### src/rtl/gl_pkg.sv
// Shared types for the genlock line counter.
// Assumes nothing beyond a synthesizable target.
package gl_pkg;

    // State of the slave delay counter.
    typedef enum logic {
        DLY_IDLE = 1'b0,
        DLY_RUN  = 1'b1
    } dly_state_t;

endpackage

### src/rtl/gl_edge_detect.sv
// Synchronises the asynchronous frame-sync pin into the pixel clock domain
// and produces a one-cycle pulse on the selected transition.
// Assumes the pin stays at each level for at least one clock period.
module gl_edge_detect #(
    parameter int SYNC_STAGES = 2
) (
    input  logic clk,
    input  logic rst_n,
    input  logic pin_async,
    input  logic rise_sel,
    output logic edge_pulse
);
    localparam int CHAIN_W = SYNC_STAGES + 1;

    logic [CHAIN_W-1:0] chain;

    // Shift the pin through the synchroniser plus one history flop.
    always_ff @(posedge clk) begin
        if (!rst_n) begin
            chain <= '0;
        end else begin
            chain <= {chain[CHAIN_W-2:0], pin_async};
        end
    end

    // Compare the newest synchronised sample with the one before it.
    always_comb begin
        if (rise_sel) begin
            edge_pulse = chain[CHAIN_W-2] & ~chain[CHAIN_W-1];
        end else begin
            edge_pulse = ~chain[CHAIN_W-2] & chain[CHAIN_W-1];
        end
    end

endmodule

### src/rtl/gl_edge_delay.sv
// Holds back a synchronised edge for a programmable number of clocks, then
// issues a one-cycle fire pulse. A new edge restarts the wait; zero delay
// fires in the edge cycle itself.
// Assumes delay is held steady while a wait is in progress.
module gl_edge_delay #(
    parameter int DLY_W = 16
) (
    input  logic             clk,
    input  logic             rst_n,
    input  logic             enable,
    input  logic             edge_in,
    input  logic [DLY_W-1:0] delay,
    output logic             fire
);
    import gl_pkg::*;

    localparam logic [DLY_W-1:0] ONE = DLY_W'(1);

    dly_state_t       state;
    logic [DLY_W-1:0] remain;
    logic             zero_dly;
    logic             wait_done;

    // Decide when the held edge is released.
    always_comb begin
        zero_dly  = (delay == '0);
        wait_done = (state == DLY_RUN) && (remain == ONE) && !edge_in;
        fire      = enable && ((edge_in && zero_dly) || wait_done);
    end

    // Load, count down and retire the pending wait.
    always_ff @(posedge clk) begin
        if (!rst_n || !enable) begin
            state  <= DLY_IDLE;
            remain <= '0;
        end else if (edge_in) begin
            remain <= delay;
            state  <= zero_dly ? DLY_IDLE : DLY_RUN;
        end else if (state == DLY_RUN) begin
            remain <= remain - ONE;
            if (remain == ONE) begin
                state <= DLY_IDLE;
            end
        end
    end

endmodule

### src/rtl/gl_line_timer.sv
// Pixel and line counters for one video frame. They run freely and accept a
// load of (preset line, pixel 0). After a load they flag for one cycle
// whether the load moved the count.
// Assumes line_len >= 2 and 1 <= preset <= frame_len.
module gl_line_timer #(
    parameter int LINE_W = 11,
    parameter int PIX_W  = 12
) (
    input  logic              clk,
    input  logic              rst_n,
    input  logic              load,
    input  logic [LINE_W-1:0] preset,
    input  logic [LINE_W-1:0] frame_len,
    input  logic [PIX_W-1:0]  line_len,
    output logic [LINE_W-1:0] line_q,
    output logic              sol,
    output logic              moved
);
    localparam logic [LINE_W-1:0] LINE_ONE = LINE_W'(1);
    localparam logic [PIX_W-1:0]  PIX_ONE  = PIX_W'(1);

    logic [PIX_W-1:0]  pix_q;
    logic [PIX_W-1:0]  pix_nxt;
    logic [LINE_W-1:0] line_nxt;
    logic              last_pix;

    // Free-running successor of the current position.
    always_comb begin
        last_pix = (pix_q >= line_len - PIX_ONE);
        pix_nxt  = last_pix ? '0 : pix_q + PIX_ONE;
        if (!last_pix) begin
            line_nxt = line_q;
        end else if (line_q >= frame_len) begin
            line_nxt = LINE_ONE;
        end else begin
            line_nxt = line_q + LINE_ONE;
        end
    end

    // Advance the position, or take the preset and flag any jump.
    always_ff @(posedge clk) begin
        if (!rst_n) begin
            line_q <= LINE_ONE;
            pix_q  <= '0;
            moved  <= 1'b0;
        end else if (load) begin
            line_q <= preset;
            pix_q  <= '0;
            moved  <= (preset != line_nxt) || (pix_nxt != '0);
        end else begin
            line_q <= line_nxt;
            pix_q  <= pix_nxt;
            moved  <= 1'b0;
        end
    end

    // Mark the first pixel of each line.
    always_comb sol = (pix_q == '0);

endmodule

### src/rtl/genlock_line_counter.sv
// Video output line counter that can lock to an external frame-sync pin.
// Genlock acts only when the block is not master and genlock is enabled.
// Pin-to-load latency is SYNC_STAGES + 1 + slave_dly clocks.
// Assumes line_len >= 2 and 1 <= frame_preset <= frame_len.
module genlock_line_counter #(
    parameter int LINE_W      = 11,
    parameter int PIX_W       = 12,
    parameter int DLY_W       = 16,
    parameter int SYNC_STAGES = 2
) (
    input  logic              clk,
    input  logic              rst_n,
    input  logic              sync_master,
    input  logic              genlock_en,
    input  logic              fsync_in,
    input  logic              fsync_rise_sel,
    input  logic [DLY_W-1:0]  slave_dly,
    input  logic [LINE_W-1:0] frame_preset,
    input  logic [LINE_W-1:0] frame_len,
    input  logic [PIX_W-1:0]  line_len,
    output logic [LINE_W-1:0] line_num,
    output logic              line_start,
    output logic              resync
);
    logic lock_active;
    logic sync_edge;
    logic gated_edge;
    logic load_now;

    // Genlock is live only as a timing slave with the feature switched on.
    always_comb begin
        lock_active = !sync_master && genlock_en;
        gated_edge  = sync_edge && lock_active;
    end

    gl_edge_detect #(
        .SYNC_STAGES(SYNC_STAGES)
    ) u_edge (
        .clk        (clk),
        .rst_n      (rst_n),
        .pin_async  (fsync_in),
        .rise_sel   (fsync_rise_sel),
        .edge_pulse (sync_edge)
    );

    gl_edge_delay #(
        .DLY_W(DLY_W)
    ) u_delay (
        .clk     (clk),
        .rst_n   (rst_n),
        .enable  (lock_active),
        .edge_in (gated_edge),
        .delay   (slave_dly),
        .fire    (load_now)
    );

    gl_line_timer #(
        .LINE_W(LINE_W),
        .PIX_W (PIX_W)
    ) u_timer (
        .clk       (clk),
        .rst_n     (rst_n),
        .load      (load_now),
        .preset    (frame_preset),
        .frame_len (frame_len),
        .line_len  (line_len),
        .line_q    (line_num),
        .sol       (line_start),
        .moved     (resync)
    );

endmodule

### config.mk
export PLATFORM = sky130hd
export DESIGN_NAME = genlock_line_counter
export DESIGN_NICKNAME = d
export VERILOG_FILES = /design/src/rtl/gl_pkg.sv /design/src/rtl/gl_edge_detect.sv /design/src/rtl/gl_edge_delay.sv /design/src/rtl/gl_line_timer.sv /design/src/rtl/genlock_line_counter.sv
export SDC_FILE = /design/constraint.sdc
export NUM_CORES = 1
export LEC_CHECK = 0
export BUFFER_PORTS_ARGS = -buffer_cell sky130_fd_sc_hd__buf_2
export CORE_ASPECT_RATIO = 1.2
export CORE_MARGIN = 4
export CORE_UTILIZATION = 56
export DETAILED_ROUTE_END_ITERATION = 12
export MAX_ROUTING_LAYER = met4
export PLACE_DENSITY = 0.84
export SYNTH_ARGS = -nofsm -noshare
export SYNTH_HDL_FRONTEND = slang
export SYNTH_SLANG_ARGS = --single-unit
### constraint.sdc
create_clock -name clk -period 3.8 [get_ports clk]
set_input_delay 0.19 -clock clk [delete_from_list [all_inputs] [get_ports clk]]
set_output_delay 0.19 -clock clk [all_outputs]
set_load 0.005 [all_outputs]
==> impl_metrics.json <==
{
  "syn_area_per_cell_um2": 7.82,
  "cts_made_buffers": 5,
  "cts_tree": "yes",
  "cts.repair.resized": 0,
  "setup_violations": 0,
  "synth_xor_area_share_pct": 11.0,
  "ant_nets": 0,
  "viasPerCell": 5.79,
  "power_leakage_nw": 1.73,
  "grt_pass1_vias": 3147,
  "num_vias": 3426,
  "htree_levels": 2,
  "firstDrtPassIters": 5,
  "period_minus_slack_ps": 3310,
  "row_count": 31,
  "drt_iter0_drc": 236,
  "maxSlewViolCount": 0,
  "synthSimpleGateAreaFrac_pct": 28.3,
  "grt_pass1_wl_um": 13500,
  "ys_seq_elements": 44,
  "fin_skew_ps": 5.53,
  "final_nets": 594,
  "drcViolationCount": 0,
  "status": "finished clean",
  "grt-ovfl-total": 0,
  "clkSlewWorstSetupHoldPaths_ps": 90,
  "setup_tns_ps": 0,
  "seq_area_frac_synth_pct": 25.2,
  "startpoint": "line_len[5]",
  "synth.distinct_cells": 59,
  "die_h_um": 94.5,
  "reg2reg_slack_ps": 710,
  "grt_max_degree": 34,
  "clockBufferDepth": 2,
  "cp.arrival_ps": 3490,
  "io_pins": 69,
  "critPathCaptureType": "flop",
  "placedCellCount": 584,
  "worstPathMaxFanout": 12,
  "synth_nets": 532,
  "worst_hold_slack_ps": 97.3,
  "layout_setup_ws_ps": 492,
  "cap_violations": 0,
  "post-place-ws_ps": 235,
  "start_util_pct": 57.7,
  "cp-start-kind": "input port",
  "synth-edff-count": 0,
  "fin_area_um2": 4000,
  "core_um2": 6050,
  "syn_inst": 447,
  "yosysWarningCount": 0,
  "synthAdderAreaFrac_pct": 10.4,
  "postCtsSetupBuffers": 0,
  "synthMuxAreaShare_pct": 2.01,
  "r2r-end": "u_timer.moved",
  "ir_drop_mv": 0.214,
  "place_area_um2": 3880,
  "max_freq_ghz": 0.302,
  "r2r-start": "u_timer.pix_q[2]",
  "required_ps": 3980,
  "rsz0062_at_grt": "false",
  "ys.flop_type": "dfxtp_1",
  "power_density_nw_per_um2": 248,
  "port_buffers": 68,
  "die_area_um2": 7570,
  "cts.sinks": 44,
  "worstHoldPathType": "in2reg",
  "antenna_found_initial": 0,
  "worstSetupPathType": "in2reg",
  "fin_total_pwr_mw": 0.990,
  "syn_to_final_growth_pct": 14.4,
  "layout-drive-gt1-share_pct": 17.8,
  "synth_compound_area_share_pct": 17.8,
  "async_flop_share_pct": 0,
  "antenna-diode-count": 0,
  "hpwlAfterDp_um": 6450,
  "gp_congestion": 0.862,
  "synth_top_family_by_area": "simple AND/OR/NAND/NOR gates",
  "fin_cells": 592,
  "wirelength_um": 8230,
  "die_x_um": 80.1,
  "crit_end": "u_timer.moved",
  "finalCritPeriodShare_pct": 87.0,
  "syn-cell-area_um2": 3490,
  "relSlewSlack_pct": 61.2,
  "grt_util_all_layers_pct": 22.5,
  "holdBufCountCts": 0,
  "worstMarginPinSlew_ps": 581,
  "clk_latency_ps": 300,
  "wl_per_cell_um": 13.9,
  "final_core_util_pct": 66.1,
  "ff2ff_path_depth": 10,
  "hold_viol_final": 0,
  "clock-root-buffer": "clkbuf_8"
}
-- where the power goes --
part / total (mW) / internal [mW] / switching, mW
clock: 0.386 / 0.215 / 0.170
sequential: 0.473 / 0.466 / 0.00690
combinational: 0.132 / 0.0598 / 0.0717
total: 0.990 / 0.741 / 0.249
-- cell usage in the layout, fill, tap and decap left out, types with 3 or more instances in the layout --
| cell | n |
|---|---|
| a211oi_1 | 19 |
| a21o_1 | 3 |
| a21oi_1 | 16 |
| a22oi_1 | 3 |
| a311oi_1 | 4 |
| and2_1 | 6 |
| and3_1 | 6 |
| buf_2 | 68 |
| buf_4 | 4 |
| clkbuf_8 | 6 |
| dfxtp_1 | 44 |
| ha_1 | 29 |
| inv_1 | 25 |
| mux2i_1 | 7 |
| nand2_1 | 37 |
| nand2b_1 | 3 |
| nand3_1 | 17 |
| nand4_1 | 3 |
| nand4b_1 | 3 |
| nor2_1 | 66 |
| nor2b_1 | 5 |
| nor3_1 | 9 |
| nor4_1 | 15 |
| nor4b_1 | 3 |
| o21ai_0 | 16 |
| o31ai_1 | 4 |
| or3_1 | 4 |
| or4_1 | 3 |
| xnor2_1 | 30 |
| xor2_1 | 14 |
-- cells in the mapped netlist (all sizes together), types with 3 or more instances --
cell / instances / area, um2
a211oi: 19 / 143
a21boi: 4 / 33.8
a21o: 3 / 22.5
a21oi: 16 / 80.1
a22oi: 3 / 22.5
a311oi: 4 / 35.0
and2: 6 / 37.5
and3: 6 / 37.5
buf: 6 / 47.5
clkbuf: 11 / 42.5
dfxtp: 44 / 881
ha: 29 / 363
inv: 25 / 93.8
mux2i: 7 / 70.1
nand2: 37 / 139
nand2b: 3 / 18.8
nand3: 19 / 105
nand3b: 3 / 35.0
nand4: 3 / 18.8
nand4b: 3 / 26.3
nor2: 67 / 254
nor2b: 5 / 31.3
nor3: 9 / 45.0
nor4: 17 / 128
nor4b: 3 / 26.3
o21ai: 17 / 85.1
o31ai: 4 / 30.0
or3: 4 / 25.0
or4: 4 / 33.8
xnor2: 30 / 263
xor2: 14 / 123
-- cells by family (layout without fill, tap and decap cells) --
group,Yosys count,after routing
adders and majority gates,29,29
muxes,7,7
xor gates and xnor gates,44,44
buffers and inverters,42,105
AOI/OAI and AO/OA,89,89
and+or+nand+nor,192,192
DFF,44,44
-- sequential cells by signal, summed over array words and instances, names as in the netlist --
register / flops
u_edge.chain: 3
u_delay.remain: 16
u_timer.moved: 1
u_delay.state: 1
u_timer.line_q: 11
u_timer.pix_q: 12
-- how the worst min path moves through the flow --
stage	from	end	slack (ps)	cells after the start
3_5_place_dp	fsync_in	u_edge.chain[0]	410	2
4_1_cts	fsync_in	u_edge.chain[0]	90	2
6_report	fsync_in	u_edge.chain[0]	100	2
2_1_floorplan	rst_n	u_timer.line_q[0]	250	1
3_3_place_gp	fsync_in	u_edge.chain[0]	410	2
5_1_grt	fsync_in	u_edge.chain[0]	100	2
-- critical path, cell delays in order --
cell and delay, ps:
buf_2 120, nor4_1 340, nand2_1 160, nor4_1 250, xnor2_1 120, ha_1 300, and4_1 230, nand3_1 170
o21a_1 370, nor2_1 450, a211o_1 210, o2111ai_1 110, nor4_1 330, a311oi_1 130
-- layer usage --
layer	vias up	wire length, um	track usage, %
li1	1730	-	-
met3	9	494	3.15
met2	103	4090	40.1
met4	0	86	5.35
met5	-	0	-
met1	1584	3560	26.7
-- cell type report --
type | count | area, um2
Clock inverter | 2 | 38.8
Multi-Input combinational cell | 361 | 2430
Clock buffer | 6 | 82.6
Fill cell | 558 | 2050
Tap cell | 82 | 103
Timing Repair Buffer | 72 | 370
Sequential cell | 44 | 881
Inverter | 25 | 93.8
(Power assumes the default switching activity.)
